### config.mk
export PLATFORM = sky130hd
export DESIGN_NAME = pdc_irq_status
export DESIGN_NICKNAME = d
export VERILOG_FILES = /design/src/rtl/pdc_irq_pkg.sv /design/src/rtl/pdc_cfg_regs.sv /design/src/rtl/pdc_rx_flag.sv /design/src/rtl/pdc_sig_quality.sv /design/src/rtl/pdc_irq_status.sv
export SDC_FILE = /design/constraint.sdc
export NUM_CORES = 1
export LEC_CHECK = 0
export ABC_AREA = 1
export BUFFER_PORTS_ARGS = -buffer_cell sky130_fd_sc_hd__buf_2
export CORE_AREA = 4 4 41 43
export DETAILED_ROUTE_END_ITERATION = 6
export DIE_AREA = 0 0 45 47
export GPL_TIMING_DRIVEN = 0
export HOLD_SLACK_MARGIN = 0.15
export PLACE_DENSITY = 0.79
export SYNTH_ARGS = -nofsm -noshare
export SYNTH_HDL_FRONTEND = slang
export SYNTH_SLANG_ARGS = --single-unit
### constraint.sdc
create_clock -name clk_i -period 2.1 [get_ports clk_i]
set_clock_uncertainty 0.05 [all_clocks]
set_input_delay 0.105 -clock clk_i [delete_from_list [all_inputs] [get_ports clk_i]]
set_output_delay 0.105 -clock clk_i [all_outputs]
set_load 0.02 [all_outputs]
### src/rtl/pdc_irq_pkg.sv
package pdc_irq_pkg;
  localparam int NUM_SRC      = 2;
  localparam int SRC_TTX      = 0;
  localparam int SRC_VPS      = 1;
  localparam int CTRL_LVL_BIT = 4;
  localparam int IEN_TTX_BIT  = 6;
  localparam int IEN_VPS_BIT  = 5;
  localparam int STAT_DSQ_BIT = 7;
  localparam int STAT_TTX_BIT = 6;
  localparam int STAT_VPS_BIT = 5;

  typedef enum logic [1:0] {
    ACQ_AUTO = 2'd0,
    ACQ_VPS  = 2'd1,
    ACQ_TTX  = 2'd2
  } acq_mode_e;

  function automatic acq_mode_e decode_acq(input logic [1:0] sel);
    case (sel)
      2'b01:   return ACQ_VPS;
      2'b10:   return ACQ_TTX;
      default: return ACQ_AUTO;
    endcase
  endfunction
endpackage

### src/rtl/pdc_cfg_regs.sv
module pdc_cfg_regs
  import pdc_irq_pkg::*;
(
  input  logic               clk_i,
  input  logic               rst_ni,
  input  logic               ctrl_we_i,
  input  logic [7:0]         ctrl_wdata_i,
  input  logic               ien_we_i,
  input  logic [7:0]         ien_wdata_i,
  output logic               err_lvl_o,
  output logic [1:0]         acq_sel_o,
  output logic [NUM_SRC-1:0] ien_o
);
  always_ff @(posedge clk_i or negedge rst_ni) begin
    if (!rst_ni) begin
      err_lvl_o <= 1'b0;
      acq_sel_o <= 2'b00;
    end else if (ctrl_we_i) begin
      err_lvl_o <= ctrl_wdata_i[CTRL_LVL_BIT];
      acq_sel_o <= ctrl_wdata_i[1:0];
    end
  end

  always_ff @(posedge clk_i or negedge rst_ni) begin
    if (!rst_ni) begin
      ien_o <= '0;
    end else if (ien_we_i) begin
      ien_o[SRC_TTX] <= ien_wdata_i[IEN_TTX_BIT];
      ien_o[SRC_VPS] <= ien_wdata_i[IEN_VPS_BIT];
    end
  end
endmodule

### src/rtl/pdc_rx_flag.sv
module pdc_rx_flag (
  input  logic clk_i,
  input  logic rst_ni,
  input  logic err_lvl_i,
  input  logic hdr_ok_i,
  input  logic clean_i,
  input  logic clr_i,
  output logic flag_o
);
  logic set;

  // relaxed level accepts any framed line; a clean line is always framed
  assign set = clean_i | (err_lvl_i & hdr_ok_i);

  always_ff @(posedge clk_i or negedge rst_ni) begin
    if (!rst_ni)    flag_o <= 1'b0;
    else if (set)   flag_o <= 1'b1;
    else if (clr_i) flag_o <= 1'b0;
  end
endmodule

### src/rtl/pdc_sig_quality.sv
module pdc_sig_quality #(
  parameter int QUAL_WIN = 4
) (
  input  logic clk_i,
  input  logic rst_ni,
  input  logic line_i,
  input  logic seen_i,
  output logic good_o
);
  localparam int CW = $clog2(QUAL_WIN + 1);
  localparam logic [CW-1:0] LIM = CW'(QUAL_WIN);

  logic [CW-1:0] age_q;

  always_ff @(posedge clk_i or negedge rst_ni) begin
    if (!rst_ni)                     age_q <= LIM;
    else if (seen_i)                 age_q <= '0;
    else if (line_i && age_q != LIM) age_q <= age_q + 1'b1;
  end

  assign good_o = (age_q != LIM);
endmodule

### src/rtl/pdc_irq_status.sv
module pdc_irq_status
  import pdc_irq_pkg::*;
#(
  parameter int QUAL_WIN = 4
) (
  input  logic       clk_i,
  input  logic       rst_ni,
  input  logic       ctrl_we_i,
  input  logic [7:0] ctrl_wdata_i,
  input  logic       ien_we_i,
  input  logic [7:0] ien_wdata_i,
  input  logic       ttx_hdr_ok_i,
  input  logic       ttx_clean_i,
  input  logic       vps_start_ok_i,
  input  logic       vps_clean_i,
  input  logic       line_i,
  input  logic       stat_rd_i,
  output logic [7:0] stat_o,
  output logic       irq_no,
  output logic [1:0] acq_mode_o
);
  logic               err_lvl;
  logic [1:0]         acq_sel;
  logic [NUM_SRC-1:0] ien;
  logic [NUM_SRC-1:0] hdr_ok;
  logic [NUM_SRC-1:0] clean;
  logic [NUM_SRC-1:0] flag;
  logic               dsq;

  assign hdr_ok[SRC_TTX] = ttx_hdr_ok_i;
  assign hdr_ok[SRC_VPS] = vps_start_ok_i;
  assign clean[SRC_TTX]  = ttx_clean_i;
  assign clean[SRC_VPS]  = vps_clean_i;

  pdc_cfg_regs u_cfg (
    .clk_i       (clk_i),
    .rst_ni      (rst_ni),
    .ctrl_we_i   (ctrl_we_i),
    .ctrl_wdata_i(ctrl_wdata_i),
    .ien_we_i    (ien_we_i),
    .ien_wdata_i (ien_wdata_i),
    .err_lvl_o   (err_lvl),
    .acq_sel_o   (acq_sel),
    .ien_o       (ien)
  );

  for (genvar s = 0; s < NUM_SRC; s++) begin : g_src
    pdc_rx_flag u_flag (
      .clk_i    (clk_i),
      .rst_ni   (rst_ni),
      .err_lvl_i(err_lvl),
      .hdr_ok_i (hdr_ok[s]),
      .clean_i  (clean[s]),
      .clr_i    (stat_rd_i),
      .flag_o   (flag[s])
    );
  end

  pdc_sig_quality #(.QUAL_WIN(QUAL_WIN)) u_qual (
    .clk_i (clk_i),
    .rst_ni(rst_ni),
    .line_i(line_i),
    .seen_i(|hdr_ok),
    .good_o(dsq)
  );

  always_comb begin
    stat_o               = '0;
    stat_o[STAT_DSQ_BIT] = dsq;
    stat_o[STAT_TTX_BIT] = flag[SRC_TTX];
    stat_o[STAT_VPS_BIT] = flag[SRC_VPS];
  end

  assign irq_no     = ~|(flag & ien);
  assign acq_mode_o = decode_acq(acq_sel);
endmodule

; Word level (Yosys, flattened, before mapping)
; Index checks and enable logic that the tools add are counted.
[classes]
n_bitwise = 5
reduce_logical = 7
mux = 6
addsub = 1
n_eq_ne = 3
[op_table]
columns = cell, n
row1 = 2-to-1 mux 3 bit, 2
row2 = nonzero test 2 bit, 3
row3 = case mux 2 bit (2 select lines), 1
row4 = OR reduction 2 bit, 2
row5 = adder 3 x 1 -> 3 bit (second input constant), 1
row6 = 2-to-1 mux 1 bit, 3
row7 = inequality test 3 bit (second input constant), 1
row8 = bitwise AND 1 bit, 2
row9 = bitwise AND 2 bit, 1
row10 = equality test 2 x 1 -> 1 bit (second input constant), 1
row11 = equality test 2 bit (second input constant), 1
row12 = bitwise OR 1 bit, 2
row13 = logical AND 1 bit, 1
row14 = zero test 1 bit, 1
[word_totals]
reg_bits = 10
elab_cells = 28
output_inout_bits = 11
input_bits = 26

; Longest topological paths before layout
[depth]
ltp_word = 4
mapped_depth = 6
depth_no_buf = 6

; Modules after synthesis
; Synthesis repeated with hierarchy kept, for this count alone.
[unflattened]
cells_unflattened = 74
area_unflattened_um2 = 561.8
[by_module_without_submodules]
columns = module, seq_area_each_um2, cells_each, area_each_um2, n_inst
row1 = pdc_cfg_regs, 125.1, 22, 188.9, 1
row2 = pdc_sig_quality, 76.3, 24, 182.7, 1
row3 = pdc_rx_flag, 25.0, 6, 52.6, 2
row4 = pdc_irq_status, 0.0, 16, 85.1, 1

; Worst setup path after synthesis
; OpenSTA, ideal clock, no wires.
[synth_timing]
path_kind = flip-flop to flip-flop
start = register u_qual.age_q[0]
end = register u_qual.age_q[1]
slack_ns = 1.079
required_ns = 1.932
n_path_buf = 0
synth_period_minus_slack_ns = 1.021
setup_time_ns = 0.118
stages_incl_launch_ff = 7
arrival_ns = 0.853
cell_sequence = dfrtp_1 -> inv_1 -> ha_1 -> nand2_2 -> nand2_1 -> nand3_1 -> nand2_1
[synth_between]
elab_chain_cells = 3
elab_cells_between_ends = 6
classes_between = add/sub (1) / eq/ne (1) / mux (2) / reduce/logical (2)
[synth_rtl]
columns = item, line_no
row1 = from (decl), pdc_sig_quality.sv:13  ; logic [CW-1:0] age_q;
row2 = from (signal assigned), pdc_sig_quality.sv:18  ; else if (line_i && age_q != LIM) age_q <= age_q + 1'b1;
row3 = inequality test 3 bit, -
row4 = via dsq, pdc_irq_status.sv:28  ; logic dsq;
row5 = logical AND 1 bit, pdc_sig_quality.sv:18
row6 = nonzero test 2 bit (no line), -
; The timed path passes the listed nets, and every way through them passes these cells. The select of a mux whose other input is x is not followed.
; A chain may end at the register's enable or synchronous reset.

; Final worst setup path
[layout_timing]
start = input port vps_start_ok_i
end = register g_src[1].u_flag.flag_o
[layout_between]
elab_chain_cells = 3
elab_cells_between_ends = 4
classes_between = mux (1) / bitwise (2) / reduce/logical (1)
[layout_rtl]
columns = item, line_no
row1 = from (decl), pdc_irq_status.sv:14  ; input logic vps_start_ok_i,
row2 = bitwise AND 1 bit (*), pdc_rx_flag.sv:13  ; assign set = clean_i | (err_lvl_i & hdr_ok_i);
row3 = bitwise OR 1 bit (*), pdc_rx_flag.sv:13
row4 = 2-to-1 mux 1 bit or nonzero test 2 bit (tied branches), -
row5 = to (signal assigned), pdc_rx_flag.sv:16  ; if (!rst_ni) flag_o <= 1'b0;
row6 = to (signal assigned), pdc_rx_flag.sv:17  ; else if (set) flag_o <= 1'b1;
row7 = to (signal assigned), pdc_rx_flag.sv:18  ; else if (clr_i) flag_o <= 1'b0;
row8 = to (decl), pdc_rx_flag.sv:8  ; output logic flag_o
; Every way passes the cells marked *; elsewhere a longest branch is shown, timed or not.

==> flow_metrics.py <==
metrics = {
    "outcome": {
        "run_status": "completed",
    },
    "final_layout": {
        "drive_gt1_share_pct": 30.5,
        "design_area_um2": 955,
        "diodes": 0,
        "area_growth_syn_to_layout_pct": 75.4,
        "final_nets": 147,
        "num-fill-cells": 94,
        "finalCoreUtilization_pct": 73.4,
    },
    "setup_path": {
        "criticalPathCategory": "in2reg",
        "worst_ep_arrival_time_ns": 2.15,
        "crit-reg2reg-capture": "g_src[1].u_flag.flag_o",
        "timing.critical_path.from": "vps_start_ok_i",
        "timing.critical_path.to_type": "register",
        "reg2reg_depth": 4,
        "path_max_fanout": 2,
        "r2r_start": "u_cfg.err_lvl_o",
        "crit_required_ns": 2.19,
        "ff_to_ff_setup_slack_ns": 0.18,
        "timing.critical_path.from_type": "primary input",
    },
    "placed_design": {
        "hpwl_um": 883,
        "dp_area_um2": 678,
        "numPortBuffers": 20,
        "gpl.final_weighted_congestion": 0.745,
        "dp_slack_ns": 0.911,
    },
    "clocking": {
        "number_of_buffers_inserted_during_clock_tree_synthesis": 3,
        "worst_setup_hold_path_clk_slew_ns": 0.07,
        "cts.path.max_buffers": 2,
        "cts_sinks": 10,
        "tritoncts_clock_tree": "yes",
        "cts.htree.levels": 1,
        "root_buffer": "clkbuf_4",
        "clkLatencyLatePin_ns": 0.26,
    },
    "detailed_routing": {
        "post_drt_via_cell_ratio": 4.47,
        "route.antenna.remaining_nets": 0,
        "drt_iter0_drc": 10,
        "via_count": 595,
        "total_routed_length_mm": 1.65,
        "firstDrtPassIters": 4,
        "drc": 0,
        "post_drt_wl_per_cell_um": 12.4,
    },
    "die": {
        "fp.coreArea_mm2": 0.00130,
        "dieHeight_um": 47,
        "initial_utilization_pct": 41.8,
        "die_width_um": 45,
        "rows": 13,
        "io_pins": 37,
        "floorplan.die_area_mm2": 0.00212,
    },
    "timing": {
        "achievable-frequency_mhz": 486,
        "worst_hold_slack_ns": 0.182,
        "postLayoutSetupSlackWorst_ns": 0.0411,
        "setup_total_negative_slack_ns": 0,
        "final.period_utilization_pct": 98.0,
        "hold_viol": 0,
        "layout_min_cycle_time_ns": 2.06,
        "max_slew_vio_count": 0,
        "rsz0062_at_grt": "no",
        "setup-violations-final": 0,
    },
    "synthesis": {
        "synth_enable_flop_cells": 0,
        "syn-cell-area_um2": 544,
        "synthesis_warning_total": 0,
        "syn_avg_cell_area_um2": 8.25,
        "netlist_instances": 66,
        "synth_area_leaders": "dfrtp_1 41%, buf_4 11%, inv_1 9.0%",
        "synth.largest_area_cell": "dfrtp_1",
        "postSynth.topFlopCell": "dfrtp_1",
        "synth.top_cell.area_share_pct": 41.4,
        "seq_area_frac_synth_pct": 46.2,
        "synth-seq-cells": 10,
        "synthDistinctLibCells": 15,
        "synth-async-reset-ratio_pct": 100,
        "ys_top_cells_by_count": "13 x inv_1, 13 x nand2_1, 9 x dfrtp_1, 8 x buf_4, 8 x o21ai_0",
    },
    "global_routing": {
        "first_global_vias": 677,
        "number_of_antenna_violations_at_the_first_check_in_global_routing": 0,
        "grt_overflow_total": 0,
        "gr-usage-all-layers_pct": 19.3,
        "grt_pass1_wl_mm": 2.87,
        "grt_start_max_net_pins": 11,
    },
    "pwr": {
        "power.net_switching_mw": 0.137,
        "intPower_mw": 0.382,
        "worst_ir_drop_vdd_mv": 0.539,
        "switching_part_of_the_total_pct": 26.4,
        "static-leakage-power_nw": 0.510,
        "p_clk_share_pct": 32.9,
        "pwr-share-seq_pct": 41.3,
        "power.combinational.fraction_pct": 25.8,
        "p_per_area_mw_per_mm2": 543,
    },
    "job": {
        "maxCapViolations": 0,
    },
    "min_path": {
        "hold_class": "in2async",
    },
}
[power groups by stage]
stage / Clock [mW] / Sequential [mW] / Combinational [mW]
after floorplan: 0 / 0.215 / 0.0538
after global placement: 0 / 0.216 / 0.0847
after detailed placement: 0 / 0.217 / 0.0868
after CTS: 0.167 / 0.213 / 0.130
after global routing: 0.188 / 0.216 / 0.147
final: 0.171 / 0.214 / 0.134
[logic make-up after synthesis]
kind of cell,synth area share (%)
adders and majority gates,4.60
and+or+nand+nor,17.7
AOI/OAI and AO/OA,10.8
other,0.689
buffers and inverters,20.0
DFF,46.2
[layout make-up]
type | instances | area, µm² | area share [%]
clock buffers | 4 | 36.3 | 3.80
well taps | 15 | 18.8 | 1.97
plain buffers | 8 | 60.1 | 6.29
flip-flops and latches | 10 | 251 | 26.3
repair buffers | 44 | 340 | 35.6
multi-input cells | 39 | 199 | 20.8
inverters | 13 | 48.8 | 5.11
[worst max-delay path by stage]
stage / cells after the start / endpoint / slack, ns
finish: 6 / g_src[1].u_flag.flag_o / 0.04
global route: 6 / g_src[1].u_flag.flag_o / 0.02
CTS: 6 / g_src[1].u_flag.flag_o / 0.12
detailed placement: 5 / stat_o[7] / 0.91
global placement: 5 / stat_o[7] / 0.96
floorplan: 6 / u_qual.age_q[1] / 1.08
[repair_timing]
action / in CTS / in global routing
hold buffers: 25 / 0
endpoints found under the hold margin: 20 / 0
setup endpoints to repair: 0 / 1
setup buffers: 0 / 0
gates resized for setup: 0 / 0
[layer usage]
layer / vias to the layer above / wire [µm] / track usage (%)
met3: 4 / 55 / 3.45
met1: 280 / 611 / 21.4
met2: 17 / 945 / 35.9
met5: - / 0 / 0
met4: 0 / 33 / 8.77
li1: 294 / - / -
[sequential cells by signal, summed over array words and instances (netlist names)]
| name | flops |
|---|---|
| g_src.u_flag.flag_o | 2 |
| u_cfg.ien_o | 2 |
| u_qual.age_q | 3 |
| u_cfg.acq_sel_o | 2 |
| u_cfg.err_lvl_o | 1 |
[metrics by stage]
step	power [mW]	instances
final	0.519	133
after global routing	0.551	133
after CTS	0.510	134
after detailed placement	0.303	105
after global placement	0.301	105
after floorplan	0.268	70
[placed cells by master, fill, tap and decap left out]
| master | n |
|---|---|
| o21ai_0 | 8 |
| a21oi_2 | 1 |
| nand2_1 | 13 |
| buf_4 | 8 |
| buf_2 | 20 |
| dlygate4sd3_1 | 24 |
| ha_1 | 2 |
| clkbuf_8 | 1 |
| conb_1 | 5 |
| a21oi_1 | 2 |
| nand3_1 | 2 |
| nand2_2 | 1 |
| nand4_1 | 2 |
| dfrtp_1 | 9 |
| nor2_4 | 1 |
| clkbuf_4 | 3 |
| nor2_1 | 2 |
| dfstp_2 | 1 |
| inv_1 | 13 |
[critical path, cell delays in order]
cell and delay [ns]:
dlygate4sd3_1 0.55, buf_2 0.15, a21oi_1 0.15, dlygate4sd3_1 0.57
o21ai_0 0.07, dlygate4sd3_1 0.56
Note: power is estimated with default switching activity, not from simulation.
